### src/rtl/scrub_pkg.sv
package scrub_pkg;

  typedef enum logic [1:0] {
    ST_IDLE,
    ST_WAIT,
    ST_WB
  } scrub_st_e;

  typedef enum logic [1:0] {
    ECC_CLEAN,
    ECC_FIX,
    ECC_FATAL
  } ecc_kind_e;

  // Uncorrectable status outranks the correctable flag.
  function automatic ecc_kind_e classify(input logic single_err, input logic multi_err);
    if (multi_err)       return ECC_FATAL;
    else if (single_err) return ECC_FIX;
    else                 return ECC_CLEAN;
  endfunction

endpackage

### src/rtl/scrub_pacer.sv
module scrub_pacer #(
  parameter int IVL_W = 16
) (
  input  logic             clk,
  input  logic             rst_n,
  input  logic [IVL_W-1:0] cfg_interval,
  input  logic             consume,
  output logic             grant
);

  logic [IVL_W-1:0] cnt;
  logic             tick;

  // Interval 0 is treated as 1: an expiry every cycle.
  function automatic logic [IVL_W-1:0] limit_of(input logic [IVL_W-1:0] ivl);
    return (ivl == '0) ? '0 : ivl - IVL_W'(1);
  endfunction

  assign tick = (cnt >= limit_of(cfg_interval));

  always_ff @(posedge clk) begin
    if (!rst_n) begin
      cnt   <= '0;
      grant <= 1'b0;
    end else begin
      cnt <= tick ? '0 : cnt + IVL_W'(1);
      // Holds at most one saved permission; an expiry outranks consumption.
      if (tick)         grant <= 1'b1;
      else if (consume) grant <= 1'b0;
    end
  end

endmodule

### src/rtl/scrub_walker.sv
module scrub_walker #(
  parameter int ADDR_W = 16
) (
  input  logic              clk,
  input  logic              rst_n,
  input  logic [ADDR_W-1:0] cfg_base,
  input  logic [ADDR_W:0]   cfg_size,
  input  logic              advance,
  output logic [ADDR_W-1:0] cur_addr,
  output logic              pass_done
);

  localparam int SZ_W = ADDR_W + 1;

  logic [ADDR_W-1:0] off;
  logic              at_last;

  // An offset beyond a shrunken window also counts as the end of the pass.
  function automatic logic is_last(input logic [ADDR_W-1:0] o, input logic [SZ_W-1:0] sz);
    return ({1'b0, o} + SZ_W'(1)) >= sz;
  endfunction

  assign at_last  = is_last(off, cfg_size);
  assign cur_addr = cfg_base + off;

  always_ff @(posedge clk) begin
    if (!rst_n) begin
      off       <= '0;
      pass_done <= 1'b0;
    end else begin
      if (advance) off <= at_last ? '0 : off + ADDR_W'(1);
      pass_done <= advance && at_last;
    end
  end

endmodule

### src/rtl/scrub_err_log.sv
module scrub_err_log #(
  parameter int ADDR_W = 16,
  parameter int CNT_W  = 16
) (
  input  logic              clk,
  input  logic              rst_n,
  input  logic              log_fix,
  input  logic              log_fatal,
  input  logic [ADDR_W-1:0] fatal_addr,
  output logic [CNT_W-1:0]  corr_cnt,
  output logic [CNT_W-1:0]  uncorr_cnt,
  output logic              uncorr_seen,
  output logic [ADDR_W-1:0] last_bad_addr
);

  function automatic logic [CNT_W-1:0] sat_inc(input logic [CNT_W-1:0] c);
    return (&c) ? c : c + CNT_W'(1);
  endfunction

  always_ff @(posedge clk) begin
    if (!rst_n) begin
      corr_cnt      <= '0;
      uncorr_cnt    <= '0;
      uncorr_seen   <= 1'b0;
      last_bad_addr <= '0;
    end else begin
      if (log_fix) corr_cnt <= sat_inc(corr_cnt);
      if (log_fatal) begin
        uncorr_cnt    <= sat_inc(uncorr_cnt);
        uncorr_seen   <= 1'b1;
        last_bad_addr <= fatal_addr;
      end
    end
  end

endmodule

### src/rtl/scrub_engine.sv
module scrub_engine
  import scrub_pkg::*;
#(
  parameter int ADDR_W = 16,
  parameter int DATA_W = 64,
  parameter int IVL_W  = 16,
  parameter int CNT_W  = 16
) (
  input  logic              clk,
  input  logic              rst_n,
  input  logic              host_req,
  input  logic [ADDR_W-1:0] host_addr,
  input  logic [ADDR_W-1:0] cfg_base,
  input  logic [ADDR_W:0]   cfg_size,
  input  logic [IVL_W-1:0]  cfg_interval,
  output logic              mem_req,
  output logic              mem_we,
  output logic [ADDR_W-1:0] mem_addr,
  output logic [DATA_W-1:0] mem_wdata,
  input  logic              mem_rvalid,
  input  logic [DATA_W-1:0] mem_rdata,
  input  logic              mem_ecc_single,
  input  logic              mem_ecc_multi,
  output logic              pass_done,
  output logic [CNT_W-1:0]  corr_count,
  output logic [CNT_W-1:0]  uncorr_count,
  output logic              uncorr_seen,
  output logic [ADDR_W-1:0] last_uncorr_addr
);

  scrub_st_e         st, st_nxt;
  ecc_kind_e         kind;
  logic              grant;
  logic [ADDR_W-1:0] cur_addr;
  logic              hit_q;
  logic [DATA_W-1:0] wdata_q;

  // Named internal events, also observed by the checker.
  logic host_hit, collide;
  logic ev_start, ev_fix, ev_clean, ev_fatal, ev_wb, ev_abort, ev_advance;

  scrub_pacer #(.IVL_W(IVL_W)) u_pacer (
    .clk          (clk),
    .rst_n        (rst_n),
    .cfg_interval (cfg_interval),
    .consume      (ev_advance),
    .grant        (grant)
  );

  scrub_walker #(.ADDR_W(ADDR_W)) u_walker (
    .clk       (clk),
    .rst_n     (rst_n),
    .cfg_base  (cfg_base),
    .cfg_size  (cfg_size),
    .advance   (ev_advance),
    .cur_addr  (cur_addr),
    .pass_done (pass_done)
  );

  scrub_err_log #(.ADDR_W(ADDR_W), .CNT_W(CNT_W)) u_log (
    .clk           (clk),
    .rst_n         (rst_n),
    .log_fix       (ev_wb),
    .log_fatal     (ev_fatal),
    .fatal_addr    (cur_addr),
    .corr_cnt      (corr_count),
    .uncorr_cnt    (uncorr_count),
    .uncorr_seen   (uncorr_seen),
    .last_bad_addr (last_uncorr_addr)
  );

  always_comb begin
    kind       = classify(mem_ecc_single, mem_ecc_multi);
    host_hit   = host_req && (host_addr == cur_addr);
    collide    = hit_q || host_hit;
    ev_start   = (st == ST_IDLE) && grant && !host_req && (cfg_size != '0);
    ev_fix     = (st == ST_WAIT) && mem_rvalid && (kind == ECC_FIX);
    ev_clean   = (st == ST_WAIT) && mem_rvalid && (kind == ECC_CLEAN);
    ev_fatal   = (st == ST_WAIT) && mem_rvalid && (kind == ECC_FATAL);
    ev_wb      = (st == ST_WB) && !collide && !host_req;
    ev_abort   = (ev_fix && collide) || ((st == ST_WB) && collide);
    ev_advance = ev_clean || ev_fatal || ev_wb;
  end

  always_comb begin
    st_nxt = st;
    unique case (st)
      ST_IDLE: if (ev_start) st_nxt = ST_WAIT;
      ST_WAIT: if (mem_rvalid) st_nxt = (ev_fix && !collide) ? ST_WB : ST_IDLE;
      ST_WB:   if (ev_wb || ev_abort) st_nxt = ST_IDLE;
      default: st_nxt = ST_IDLE;
    endcase
  end

  always_ff @(posedge clk) begin
    if (!rst_n) begin
      st      <= ST_IDLE;
      hit_q   <= 1'b0;
      wdata_q <= '0;
    end else begin
      st <= st_nxt;
      if (st == ST_WAIT || st == ST_WB) hit_q <= hit_q || host_hit;
      else                              hit_q <= 1'b0;
      if (ev_fix) wdata_q <= mem_rdata;
    end
  end

  assign mem_req   = ev_start || ev_wb;
  assign mem_we    = ev_wb;
  assign mem_addr  = cur_addr;
  assign mem_wdata = wdata_q;

endmodule

### config.mk
export PLATFORM = sky130hd
export DESIGN_NAME = scrub_engine
export DESIGN_NICKNAME = d
export VERILOG_FILES = /design/src/rtl/scrub_pkg.sv /design/src/rtl/scrub_pacer.sv /design/src/rtl/scrub_walker.sv /design/src/rtl/scrub_err_log.sv /design/src/rtl/scrub_engine.sv
export SDC_FILE = /design/constraint.sdc
export NUM_CORES = 1
export LEC_CHECK = 0
export BUFFER_PORTS_ARGS = -buffer_cell sky130_fd_sc_hd__buf_4
export CORE_MARGIN = 5
export CORE_UTILIZATION = 47
export CTS_BUF_LIST = sky130_fd_sc_hd__clkbuf_16
export DETAILED_ROUTE_END_ITERATION = 6
export GPL_TIMING_DRIVEN = 0
export PLACE_DENSITY = 0.77
export SYNTH_ARGS = -nofsm -noshare
export SYNTH_HDL_FRONTEND = slang
export SYNTH_SLANG_ARGS = --single-unit
### constraint.sdc
create_clock -name clk -period 2.9 [get_ports clk]
set_clock_uncertainty 0.05 [all_clocks]
set_input_delay 0 -clock clk [delete_from_list [all_inputs] [get_ports clk]]
set_output_delay 0 -clock clk [all_outputs]
set_load 0.005 [all_outputs]
# --- Word-level counts from Yosys, hierarchy flattened ---
# Index checks and enable logic that the tools add are counted.
word_totals:
  output_inout_bits: 132
  register_bits: 150
  input_bits: 135
op_classes:
  mux: 11
  n_bitwise: 3
  reduce_logical: 35
  n_eq_ne: 8
  magnitude_cmp: 2
  n_addsub: 7
op_table:
  columns: ["operator", "count"]
  rows:
  - ["$add A16 B1 Y16 const B", 4]
  - ["$mux W16", 2]
  - ["$reduce_and A16 Y1", 2]
  - ["$add A16 B1 Y17 const B", 1]
  - ["$ge A17 B17 Y1", 1]
  - ["$reduce_bool A17 Y1", 1]
  - ["$add A16 B16 Y16", 1]
  - ["$eq A16 B16 Y1", 1]
  - ["$ge A16 B16 Y1", 1]
  - ["$logic_not A16 Y1", 1]
  - ["$sub A16 B1 Y16 const B", 1]
  - ["$logic_and A1 B1 Y1", 14]
  - ["$mux W2", 5]
  - ["$logic_or A1 B1 Y1", 7]
  - ["$pmux W2 S3", 1]
  - ["$reduce_and A2 Y1", 3]
  - ["$eq A2 B1 Y1 const B", 2]
  - ["$eq A2 B2 Y1 const B", 2]
  - ["$logic_not A2 Y1", 2]
  - ["$ne A2 B2 Y1 const B", 2]
  - ["$mux W1", 3]
  - ["$not A1 Y1", 3]
  - ["$reduce_and A3 Y1", 1]
  - ["$logic_not A1 Y1", 2]
  - ["other kinds (3)", 3]

# --- Longest topological paths before layout ---
# Gate-level depths: netlist of the first run.
logic_depth:
  word_depth: 10
  mapped_depth: 18
  mapped_depth_nobuf: 16

# --- Modules after synthesis ---
# Synthesis of the first run repeated with hierarchy kept, for this count alone.
hier_totals:
  cells_unflattened: 1043
  hier_area_um2: 8689.6
by_module_without_submodules:
  columns: ["mod", "n_inst", "cells_per_inst", "seq_area_each_um2", "area_each_um2"]
  rows:
  - ["scrub_engine", 1, 342, 1341.3, 2836.5]
  - ["scrub_err_log", 1, 248, 980.9, 2198.4]
  - ["scrub_walker", 1, 270, 340.3, 2095.8]
  - ["scrub_pacer", 1, 183, 340.3, 1559.0]

# --- Least setup slack after synthesis of the first run ---
# No wires, ideal clock.
synth_path:
  kind: "flip-flop to flip-flop"
  from: "register u_walker.off[0]"
  to: "register u_walker.off[8]"
  path_stages_with_launch: 15
  setup_time_ns: 0.065
  required_ns: 2.785
  path_slack_ns: -0.312
  arrival_ns: 3.097
  path_cell_list: "dfxtp_1 -> ha_1 -> and3_1 -> and3_1 -> buf_2 -> and3_1 -> and3_1 -> xor2_1 -> ha_1 -> a21o_1 -> a21o_1 -> a211oi_2 -> and2_1 -> a32oi_1 -> nor2b_1"
synth_via:
  elab_chain_cells: 8
  word_cells_on_any_way: 12
  cone_classes: "3 x add/sub; 1 x order compare; 1 x eq/ne; 1 x mux; 6 x reduce/logical"
synth_lines:
  columns: ["item", "line", "rtl"]
  rows:
  - ["start: declaration", "scrub_walker.sv:15", "logic [ADDR_W-1:0] off;"]
  - ["start signal: assignment", "scrub_walker.sv:31", "if (advance) off <= at_last ? '0 : off + ADDR_W'(1);"]
  - ["parallel branches: the longest is 8 deep, another holds $add A16 B1 Y17", null, null]
# Several ways; the timed one is not identified.
# A chain may end at the register's enable or synchronous reset.

# --- Final worst setup path of the first run ---
layout_path:
  from: "register u_walker.off[2]"
  to: "register u_walker.off[8]"
# The elaborated chain is that of the path after synthesis.

==> results.cfg, run 1 <==
[routing]
drc = 0
wl_met2_um = 14900
via_count = 8845
highest_layer = met4
drt-pass1-iter-count = 5
wl_per_cell_um = 18.0
antenna_left = 0
dr.first_iter.drc_count = 474
wl_met1_um = 11400
route.met3.wl_um = 2250
viasPerCell = 5.39
drt_wl_total_um = 29600

[clock_network]
clk_latency_ps = 430
cts_tree = yes
clockBufferDepth = 2
h-tree-depth = 4
clkTransAtPathRegs_ps = 70
numCtsBuffers = 17
clock_sinks = 150
cts_root_buffer = clkbuf_16

[min_path]
min_path_cells = 4
min_to = u_log.last_bad_addr[0]$_SDFFE_PN0P_
hp-class = in2reg
hp-start = cfg_base[0]

[final_layout]
final_common_cell = buf_4
drive_gt1_frac = 0.294
diodes = 0
mostFrequentLayoutCells = 283 x buf_4, 219 x nand2_1, 143 x dfxtp_1
area_growth_pct = 47.6
fin_nets = 1592
utilization = 0.707
final_cell_count_no_fill = 1642

[critical_path]
path_cells = nand3_2, nor2_4, nand3_2, or2_4, nor2_1, xor2_1, ha_1, a21o_1, a211oi_4, and2_4, a32oi_1, nor2b_1
crit_required_ps = 3210
r2r_setup_slack_ps = -130
cpMostUsedCell = nand3_2
r2r_end = u_walker.off[8]$_SDFFE_PN0P_
timing.rr.start = u_walker.off[2]$_SDFFE_PN0P_
arrival_ps = 3340
worstSetupPathType = reg2reg
worstSetupEndpointType = register
slowest_delay_ps = 390
cp_max_fo = 5
startpoint_type = register
worst_path_max_delay_cell = dfxtp_4
r2r.worst_path.cells = 12

[grt]
track_usage = 0.261
overflow = 0
antenna_found_initial = 0
first_global_vias = 8865
grt_pass1_wl_um = 45300
grt_max_degree = 17

[yosys]
syn_area_per_cell_um2 = 8.38
synth_top_flop_cell = dfxtp_1
ys_ff_latch = 150
syn_inst = 1030
ys_seq_area_frac = 0.348
synth_nets = 1222
ys_warn_count = 0
syn_area_mm2 = 0.00863
synth.distinct_cells = 73
synth_edf_count = 0
async_flop_share = 0

[die]
die-height_um = 146
initial_utilization = 0.479
rows = 49
ios = 267
die_area_mm2 = 0.0212
die_x_um = 146
core_area_mm2 = 0.0180

[pwr]
p_leak_nw = 5.63
p_per_area_mw_per_mm2 = 381
vdd_ir_drop_max_uv = 458

[placed_design]
portBuffers = 266
dp_cells = 1525
place_hpwl_um = 20800
gp_congestion = 0.886

[timing]
grt_setup_unrepaired = true
holdWs_ps = -12.7
slew-limit-headroom = 0.419
fmax_mhz = 330
finalMaxSlewViolations = 0
tightest_slew_ps = 868
min_period_ps = 3030
hold_viol_final = 1
period_share = 1.04
setup_violations = 20
layout_setup_ws_ps = -127

[outcome]
violations = hold timing, setup timing
run_status = finished with violations

[run]
cap_viol_max_count = 0
[flip-flops by register name, summed over array words and instances, names as in the netlist, 2 cells and up]
| name | cells |
|---|---|
| u_log.uncorr_cnt | 16 |
| st | 2 |
| u_log.last_bad_addr | 16 |
| u_walker.off | 16 |
| u_log.corr_cnt | 16 |
| mem_wdata | 64 |
| u_pacer.cnt | 16 |
[synthesized netlist by cell type, types with 3 or more instances]
library cell	instances	share of area
o211a_1	3	0.0035
a21boi_0	83	0.072
inv_1	38	0.017
ha_1	56	0.081
nor2_1	47	0.020
a21boi_1	6	0.0052
a31oi_1	4	0.0029
and2_1	25	0.018
mux2i_1	3	0.0035
nor2b_1	12	0.0087
and4b_1	3	0.0035
a32oi_1	5	0.0051
a31o_2	3	0.0030
a21o_1	16	0.014
dfxtp_1	150	0.35
nand4_1	17	0.012
a21oi_2	3	0.0030
xnor2_1	53	0.054
clkbuf_1	32	0.014
nand3_1	23	0.013
a21oi_1	23	0.013
o211ai_1	6	0.0052
or3_1	13	0.0094
nand2b_1	11	0.0080
and3_1	17	0.012
xor2_1	44	0.045
o21ai_0	18	0.010
nor3_1	24	0.014
nand2_1	222	0.097
buf_2	7	0.0041
nor4_1	7	0.0051
[worst max-delay path, delay by kind of cell (launching register included)]
| kind | cells | cell delay, ps |
|---|---|---|
| AND/OR/NAND/NOR | 7 | 1360 |
| XOR/XNOR | 1 | 230 |
| adder cells (fa/ha/maj) | 1 | 290 |
| flip-flops | 1 | 390 |
| AO/OA/AOI/OAI | 3 | 630 |
[layout make-up]
class                      instances  area [um2]
multi-input combinational        797        5630
fill                            1360        5290
sequential                       150        3020
timing repair buffer             352        2840
clock buffer                      17         425
tap                              229         287
buffer                            44         226
clock inverter                    15         169
inverter                          38         143
[logic make-up after synthesis]
group           Yosys count  synth area share
compound gates          192             0.169
flops                   150             0.348
fa+ha+maj                57            0.0835
xor+xnor                101             0.108
mux                       3           0.00348
simple gates            444             0.248
buf+inv                  83            0.0405
[worst max-delay path by stage]
stage	start	endpoint	slack, ps	cells after the start
finish	u_walker.off[2]$_SDFFE_PN0P_	u_walker.off[8]$_SDFFE_PN0P_	-130	12
detailed placement	cfg_interval[5]	u_pacer.cnt[9]$_SDFF_PP0_	-590	17
global placement	cfg_interval[5]	u_pacer.cnt[9]$_SDFF_PP0_	-550	17
floorplan	cfg_interval[5]	u_pacer.grant$_SDFFE_PN0P_	-190	15
CTS	u_walker.off[0]$_SDFFE_PN0P_	u_walker.off[10]$_SDFFE_PN0P_	-110	13
global route	u_walker.off[9]$_SDFFE_PN0P_	u_walker.off[9]$_SDFFE_PN0P_	-280	12
[metrics by stage]
step | power (mW) | setup slack, ps | cell area, um2 | hold WS, ps | setup TNS [ps]
after floorplan | 2.31 | -187 | 8780 | -7.37 | -2110
final | 4.85 | -127 | 12700 | -12.7 | -1290
after global routing | 5.01 | -280 | 12700 | 29.4 | -3820
after global placement | 2.53 | -548 | 11100 | 212 | -11300
after detailed placement | 2.54 | -588 | 11100 | 220 | -13190
after CTS | 4.86 | -114 | 12500 | 6.67 | -737
[report_power, final]
group	switching (mW)	leakage (nW)	internal, mW
registers	0.00497	1.21	2.06
clock network	1.03	0.291	1.22
logic	0.226	4.13	0.307
[routing by layer]
metal  vias to the layer above  GRT usage
met5                         -          0
met4                         0      0.106
met3                        68     0.0832
met2                       348      0.462
met1                      4174      0.291
li1                       4255          -
[what timing repair did]
action                                  4_1_cts  5_1_grt
pin swaps                                    16       34
hold buffers                                 67        0
gates cloned                                  0        1
endpoints found under the hold margin        70        0
setup buffers                                10        9
gates resized for setup                      20       39
endpoints found under the setup margin       31       33
(Power assumes the default switching activity.)
==> run 2, diff against run 1 <==
--- a/config.mk
+++ b/config.mk
@@ -5,6 +5,7 @@
 export SDC_FILE = /design/constraint.sdc
 export NUM_CORES = 1
 export LEC_CHECK = 0
+export ABC_AREA = 1
 export BUFFER_PORTS_ARGS = -buffer_cell sky130_fd_sc_hd__buf_4
 export CORE_MARGIN = 5
 export CORE_UTILIZATION = 47
==> run 2 against run 1 <==
Against the previous run:
- the run still ends with hold timing, setup timing left
- total power rose by 42%
- area after synthesis rose by 1.8%
- maximum frequency fell by 6.9%
- sequential cell count did not move
- register-to-register slack got worse by 220 ps
- sequential power rose by 14%
- clock power barely moved
- largest cell class unchanged
- die area rose by 1.7%
- worst hold slack improved by 5.4 ps
- synthesized cell count rose by 27%
- highest routed layer unchanged
- setup slack got worse by 220 ps
==> results.cfg, run 2 <==
[outcome]
run_status = finished with violations
violations = hold timing, setup timing

[yosys]
ys_ff_latch = 150
async_flop_share = 0
ys_seq_area_frac = 0.342
synthMuxAreaShare = 0.00114
synth_nets = 1499
syn_area_mm2 = 0.00879
synth_area_leader_cell = dfxtp_1
synth_fa_ha_area_frac = 0.0820
synth-simple-area-share = 0.314
syn_area_per_cell_um2 = 6.72
synthTopCellsByCount = 232 x nand2_1, 227 x nor2_1, 180 x inv_1, 150 x dfxtp_1, 101 x o21ai_0
ys_warn_count = 0
synth_top_family_by_area = simple AND/OR/NAND/NOR gates
synth_compound_area_frac = 0.127
syn_inst = 1307
synth.area.top_cells = dfxtp_1 34%, nand2_1 9.9%, nor2_1 9.7%
synth_edf_count = 0
synth.distinct_cells = 46
synth-xor-area-share = 0.0357
post-synth-top-area-fraction = 0.342
synth_top_flop_cell = dfxtp_1
yosysMostFrequentCell = nand2_1

[final_layout]
area_growth_pct = 48.3
regArea_mm2 = 0.00301
finalInstanceArea_mm2 = 0.0130
drive_gt1_frac = 0.252
fin_nets = 1889
largest_reg_flops = 64
fillers = 1480
mostFrequentLayoutCells = 295 x buf_4, 228 x nand2_1, 220 x nor2_1
multi_input_comb_area_mm2 = 0.00526
final_common_cell = buf_4
final_cell_count_no_fill = 1946

[pwr]
intPower_mw = 4.42
vdd_ir_drop_max_uv = 538
pwr-share-comb = 0.333
clkPwrFrac = 0.326
p_leak_nw = 6.56
share_seq_of_total_power = 0.341
swShare = 0.357
power.switching_mw = 2.45
fin_total_pwr_mw = 6.87
p_per_area_mw_per_mm2 = 527

[timing]
hold_viol_final = 1
timing.setup.tns_ps = -4860
finalMaxSlewViolations = 0
grt_setup_unrepaired = true
holdWs_ps = -7.28
period_share = 1.12
slew-limit-headroom = 0.518
fmax_mhz = 308
setup_violations = 17
min_period_ps = 3250
layout_setup_ws_ps = -350
tightest_slew_ps = 723

[critical_path]
cp_max_fo = 5
r2r.worst_path.cells = 19
worstSetupEndpointType = register
startpoint_type = register
r2r_setup_slack_ps = -350
path_cells = ha_4, nand3_4, nor3_2, inv_1, nor2_2, inv_2, nor3_4, nand3_2, nor2_4, xor2_2, ha_4, a21oi_2, o21ai_1, inv_1, o2111ai_2, a21oi_4, buf_6, a21oi_2, a211oi_2
arrival_ps = 3540
r2r_end = u_walker.off[13]$_SDFFE_PN0P_
worst_path_max_delay_cell = dfxtp_4
timing.rr.start = u_walker.off[0]$_SDFFE_PN0P_
crit_required_ps = 3190
worstSetupPathType = reg2reg
slowest_delay_ps = 390

[die]
core_area_mm2 = 0.0186
die-height_um = 147
rows = 50
die_area_mm2 = 0.0215
initial_utilization = 0.473
die_x_um = 147
ios = 267

[placed_design]
placed_cell_area_mm2 = 0.0112
portBuffers = 266
dp_cells = 1807
place_hpwl_um = 21800
gp_congestion = 0.933

[routing]
route.met3.wl_um = 2420
drc = 0
highest_layer = met4
viasPerCell = 5.18
via_count = 10085
antenna_left = 0
wl_met2_um = 14900
wl_met1_um = 12100
drt_wl_total_um = 30700
drt-pass1-iter-count = 5
wl_per_cell_um = 15.8
dr.first_iter.drc_count = 506

[grt]
grt_pass1_wl_um = 48200
track_usage = 0.272
overflow = 0
antenna_found_initial = 2
first_global_vias = 10069
grt_max_degree = 17

[clock_network]
clkTransAtPathRegs_ps = 70
h-tree-depth = 4
cts_tree = yes
numCtsBuffers = 17
clk_latency_ps = 420
cts_root_buffer = clkbuf_16
clock_sinks = 150
clockBufferDepth = 2

[min_path]
hp-start = cfg_base[0]
min_path_cells = 4
min_to = u_log.last_bad_addr[0]$_SDFFE_PN0P_
hp-class = in2reg

[run]
cap_viol_max_count = 0
## run 2: changes by cell type in the layout (fill, tap and decap cells not counted), sizes merged, moves of 38 or more
cell and delta:
inv +157, nand3 +62, a21oi +38, nor2 +180, a21boi -89, o21ai +79, xnor2 -48
## run 2: how the worst max path moves through the flow
stage	start	endpoint	cells after the start
2_1_floorplan	u_walker.off[1]$_SDFFE_PN0P_	u_walker.off[14]$_SDFFE_PN0P_	19
3_3_place_gp	cfg_interval[0]	u_pacer.cnt[13]$_SDFF_PP0_	18
3_5_place_dp	cfg_interval[0]	u_pacer.cnt[7]$_SDFF_PP0_	18
4_1_cts	u_walker.off[0]$_SDFFE_PN0P_	u_walker.off[0]$_SDFFE_PN0P_	19
5_1_grt	u_walker.off[0]$_SDFFE_PN0P_	u_walker.off[4]$_SDFFE_PN0P_	20
6_report	u_walker.off[0]$_SDFFE_PN0P_	u_walker.off[13]$_SDFFE_PN0P_	19
## run 2: final cells by class
cell class / instances / area share
Timing Repair Buffer: 371 / 0.229
Sequential cell: 150 / 0.231
Antenna cell: 2 / 0.000384
Clock buffer: 17 / 0.0326
Multi-Input combinational cell: 927 / 0.403
Tap cell: 234 / 0.0225
Clock inverter: 15 / 0.0125
Buffer: 36 / 0.0117
Inverter: 194 / 0.0565
## run 2: cell families (layout without fill, tap and decap cells)
family          count (synthesis)  count (layout)
compound gates                202             202
xor+xnor                       35              35
fa+ha+maj                      57              57
buf+inv                       230             633
flops                         150             150
mux                             1               1
other cells                     0               2
simple gates                  632             632
## run 2: power by group through the flow
stage	Combinational (mW)	Clock [mW]	Sequential [mW]
final	2.29	2.24	2.34
after floorplan	1.19	0	2.36
after global placement	1.94	0	2.37
after detailed placement	1.98	0	2.37
after global routing	2.54	2.37	2.36
after CTS	2.12	2.26	2.34
## run 2: metrics by stage
step	setup WS, ps	hold slack, ps	utilization
finish	-350	-7.28	0.701
global route	-525	11.7	0.701
CTS	-235	33.9	0.681
detailed placement	-580	176	0.600
global placement	-555	170	0.600
floorplan	-28.7	84.9	-
## run 2: per-layer routing
layer	vias up	global-route usage
met2	391	0.470
li1	5018	-
met3	84	0.0824
met5	-	0
met4	0	0.138
met1	4592	0.304
## run 2: what timing repair did
item,in CTS,in global routing
buffers inserted,23,12
hold endpoints to repair,68,0
gates cloned,1,1
pin swaps,10,15
hold buffers,68,0
resized for setup,16,64
endpoints found under the setup margin,28,35
## run 2: worst max-delay path: cells and delay by family (launching register included)
family,cells,cell delay (ps)
adders and majority gates,2,410
AOI/OAI and AO/OA,6,810
buffers and inverters,4,430
and+or+nand+nor,6,800
xor gates and xnor gates,1,240
DFF,1,390
==> run 3, diff against run 2 <==
--- a/config.mk
+++ b/config.mk
@@ -7,6 +7,7 @@
 export LEC_CHECK = 0
 export ABC_AREA = 1
 export BUFFER_PORTS_ARGS = -buffer_cell sky130_fd_sc_hd__buf_4
+export CORE_ASPECT_RATIO = 0.75
 export CORE_MARGIN = 5
 export CORE_UTILIZATION = 47
 export CTS_BUF_LIST = sky130_fd_sc_hd__clkbuf_16
==> run 3 against run 2 <==
Against the previous run:
- the flow still finishes with violations (hold timing, setup timing)
- combinational power up 2%
- final cell count up 0.87%
- clock-buffer cell count up 1
==> results.cfg, run 3 (synthesized netlist as in run 2, its figures left out) <==
[routing]
wl_per_cell_um = 16.0
via_count = 10195
dr.first_iter.drc_count = 831
drc = 0
antenna_left = 0
viasPerCell = 5.19
drt_wl_total_um = 31500
drt-pass1-iter-count = 5

[critical_path]
timing.rr.start = u_walker.off[0]$_SDFFE_PN0P_
r2r_end = u_walker.off[12]$_SDFFE_PN0P_
arrival_ps = 3570
cp_max_fo = 6
worstSetupEndpointType = register
r2r.worst_path.cells = 19
worstSetupPathType = reg2reg
crit_required_ps = 3210
startpoint_type = register
r2r_setup_slack_ps = -360

[placed_design]
placed_cell_area_mm2 = 0.0112
portBuffers = 266
place_hpwl_um = 22200
gp_congestion = 0.928
place_ws_ps = -517

[die]
die_area_mm2 = 0.0216
ios = 267
initial_utilization = 0.476
die-height_um = 128
die_x_um = 168
core_area_mm2 = 0.0185
rows = 43

[min_path]
min_path_cells = 4
hp-start = cfg_base[0]
hp-class = in2reg
min_to = u_log.last_bad_addr[0]$_SDFFE_PN0P_

[timing]
holdWs_ps = -7.89
tightest_slew_ps = 697
slew-limit-headroom = 0.535
setup_violations = 25
min_period_ps = 3260
fmax_mhz = 306
grt_setup_unrepaired = true
finalMaxSlewViolations = 0
period_share = 1.13
hold_viol_final = 1
layout_setup_ws_ps = -363
timing.setup.tns_ps = -5980

[final_layout]
area_growth_pct = 49.7
fillers = 1462
fin_nets = 1893
mostFrequentLayoutCells = 301 x buf_4, 222 x nand2_1, 211 x nor2_1
finalInstanceArea_mm2 = 0.0132
final_common_cell = buf_4
drive_gt1_frac = 0.261
largest_reg_flops = 64

[run]
cap_viol_max_count = 0

[clock_network]
h-tree-depth = 4
numCtsBuffers = 17
clkTransAtPathRegs_ps = 80
clockBufferDepth = 2
clk_latency_ps = 430
cts_tree = yes
cts_root_buffer = clkbuf_16
clock_sinks = 150

[outcome]
violations = hold timing, setup timing
run_status = finished with violations

[grt]
met1_usage = 0.338
track_usage = 0.275
grt_pass1_wl_um = 48500
antenna_found_initial = 2
overflow = 0
grtUsageMet2 = 0.468
use_met3 = 0.0663
grt.busiest_layer = met2
grt_max_degree = 18
first_global_vias = 9792

[pwr]
vdd_ir_drop_max_uv = 384
fin_total_pwr_mw = 7.12
power.switching_mw = 2.52
clkPwrFrac = 0.342
p_per_area_mw_per_mm2 = 541
p_leak_nw = 6.64
share_seq_of_total_power = 0.329
swShare = 0.354
pwr-share-comb = 0.329
intPower_mw = 4.60
-- run 3: changes by cell type in the layout (fill, tap and decap cells not counted), sizes merged --
cell / before / now
buf: 308 / 311
clkbuf: 48 / 49
dlygate4sd3: 68 / 69
bufinv: 1 / 2
clkinvlp: 2 / 0
-- run 3: how the worst max path moves through the flow --
stage	start	end	slack, ps	cells after the start
after floorplan	u_walker.off[1]$_SDFFE_PN0P_	u_walker.off[14]$_SDFFE_PN0P_	-30	19
after global placement	cfg_interval[0]	u_pacer.cnt[13]$_SDFF_PP0_	-420	18
after detailed placement	cfg_interval[0]	u_pacer.cnt[4]$_SDFF_PP0_	-520	18
after CTS	u_walker.off[0]$_SDFFE_PN0P_	u_walker.off[9]$_SDFFE_PN0P_	-230	20
after global routing	u_walker.off[0]$_SDFFE_PN0P_	u_walker.off[4]$_SDFFE_PN0P_	-620	19
final	u_walker.off[0]$_SDFFE_PN0P_	u_walker.off[12]$_SDFFE_PN0P_	-360	19
-- run 3: final cells by class --
class                      count  area [um2]  share of cell area
inverter                     194         741              0.0563
clock inverter                14         195              0.0148
sequential                   150        3010               0.229
timing repair buffer         375        3010               0.229
antenna                        2        5.00            0.000380
multi-input combinational    927        5280               0.401
tap                          247         309              0.0235
buffer                        36         151              0.0115
clock buffer                  18         450              0.0342
-- run 3: repair_timing --
item / 4_1_cts / 5_1_grt
pin swaps: 12 / 40
cloned: 1 / 1
endpoints found under the setup margin: 27 / 38
hold buffers: 69 / 0
buffers inserted: 21 / 18
endpoints found under the hold margin: 71 / 0
gates resized for setup: 18 / 79
-- run 3: layer usage --
| layer | vias to the layer above | wire length (um) | share of wire |
|---|---|---|---|
| li1 | 5025 | - | - |
| met1 | 4646 | 12800 | 0.41 |
| met2 | 450 | 14800 | 0.47 |
| met3 | 72 | 2730 | 0.087 |
| met4 | 2 | 1140 | 0.036 |
| met5 | - | 7 | 0.00022 |
-- run 3: power groups by stage --
stage               Combinational (mW)  Sequential, mW  Clock, mW
global placement                  1.94            2.37          0
finish                            2.34            2.35       2.43
detailed placement                1.99            2.37          0
global route                      2.59            2.36       2.54
CTS                               2.15            2.34       2.45
floorplan                         1.19            2.36          0
-- run 3: critical path, stage by stage (launching register included) --
cell,delay (ps)
dfxtp_4,380
ha_4,160
nand3_4,90
nor3_4,130
inv_2,80
nor2_4,110
inv_2,60
nor3_4,200
nand3_2,120
nor2_2,130
xor2_1,240
ha_1,330
a21oi_1,140
o21ai_1,80
inv_1,90
o2111ai_2,120
a21oi_4,250
buf_6,180
a21oi_2,70
a211oi_2,190
-- run 3: stage by stage --
stage	utilization	cells
after global routing	0.713	1962
after CTS	0.690	1943
after floorplan	-	1307
after detailed placement	0.605	1820
after global placement	0.605	1820
final	0.713	1963
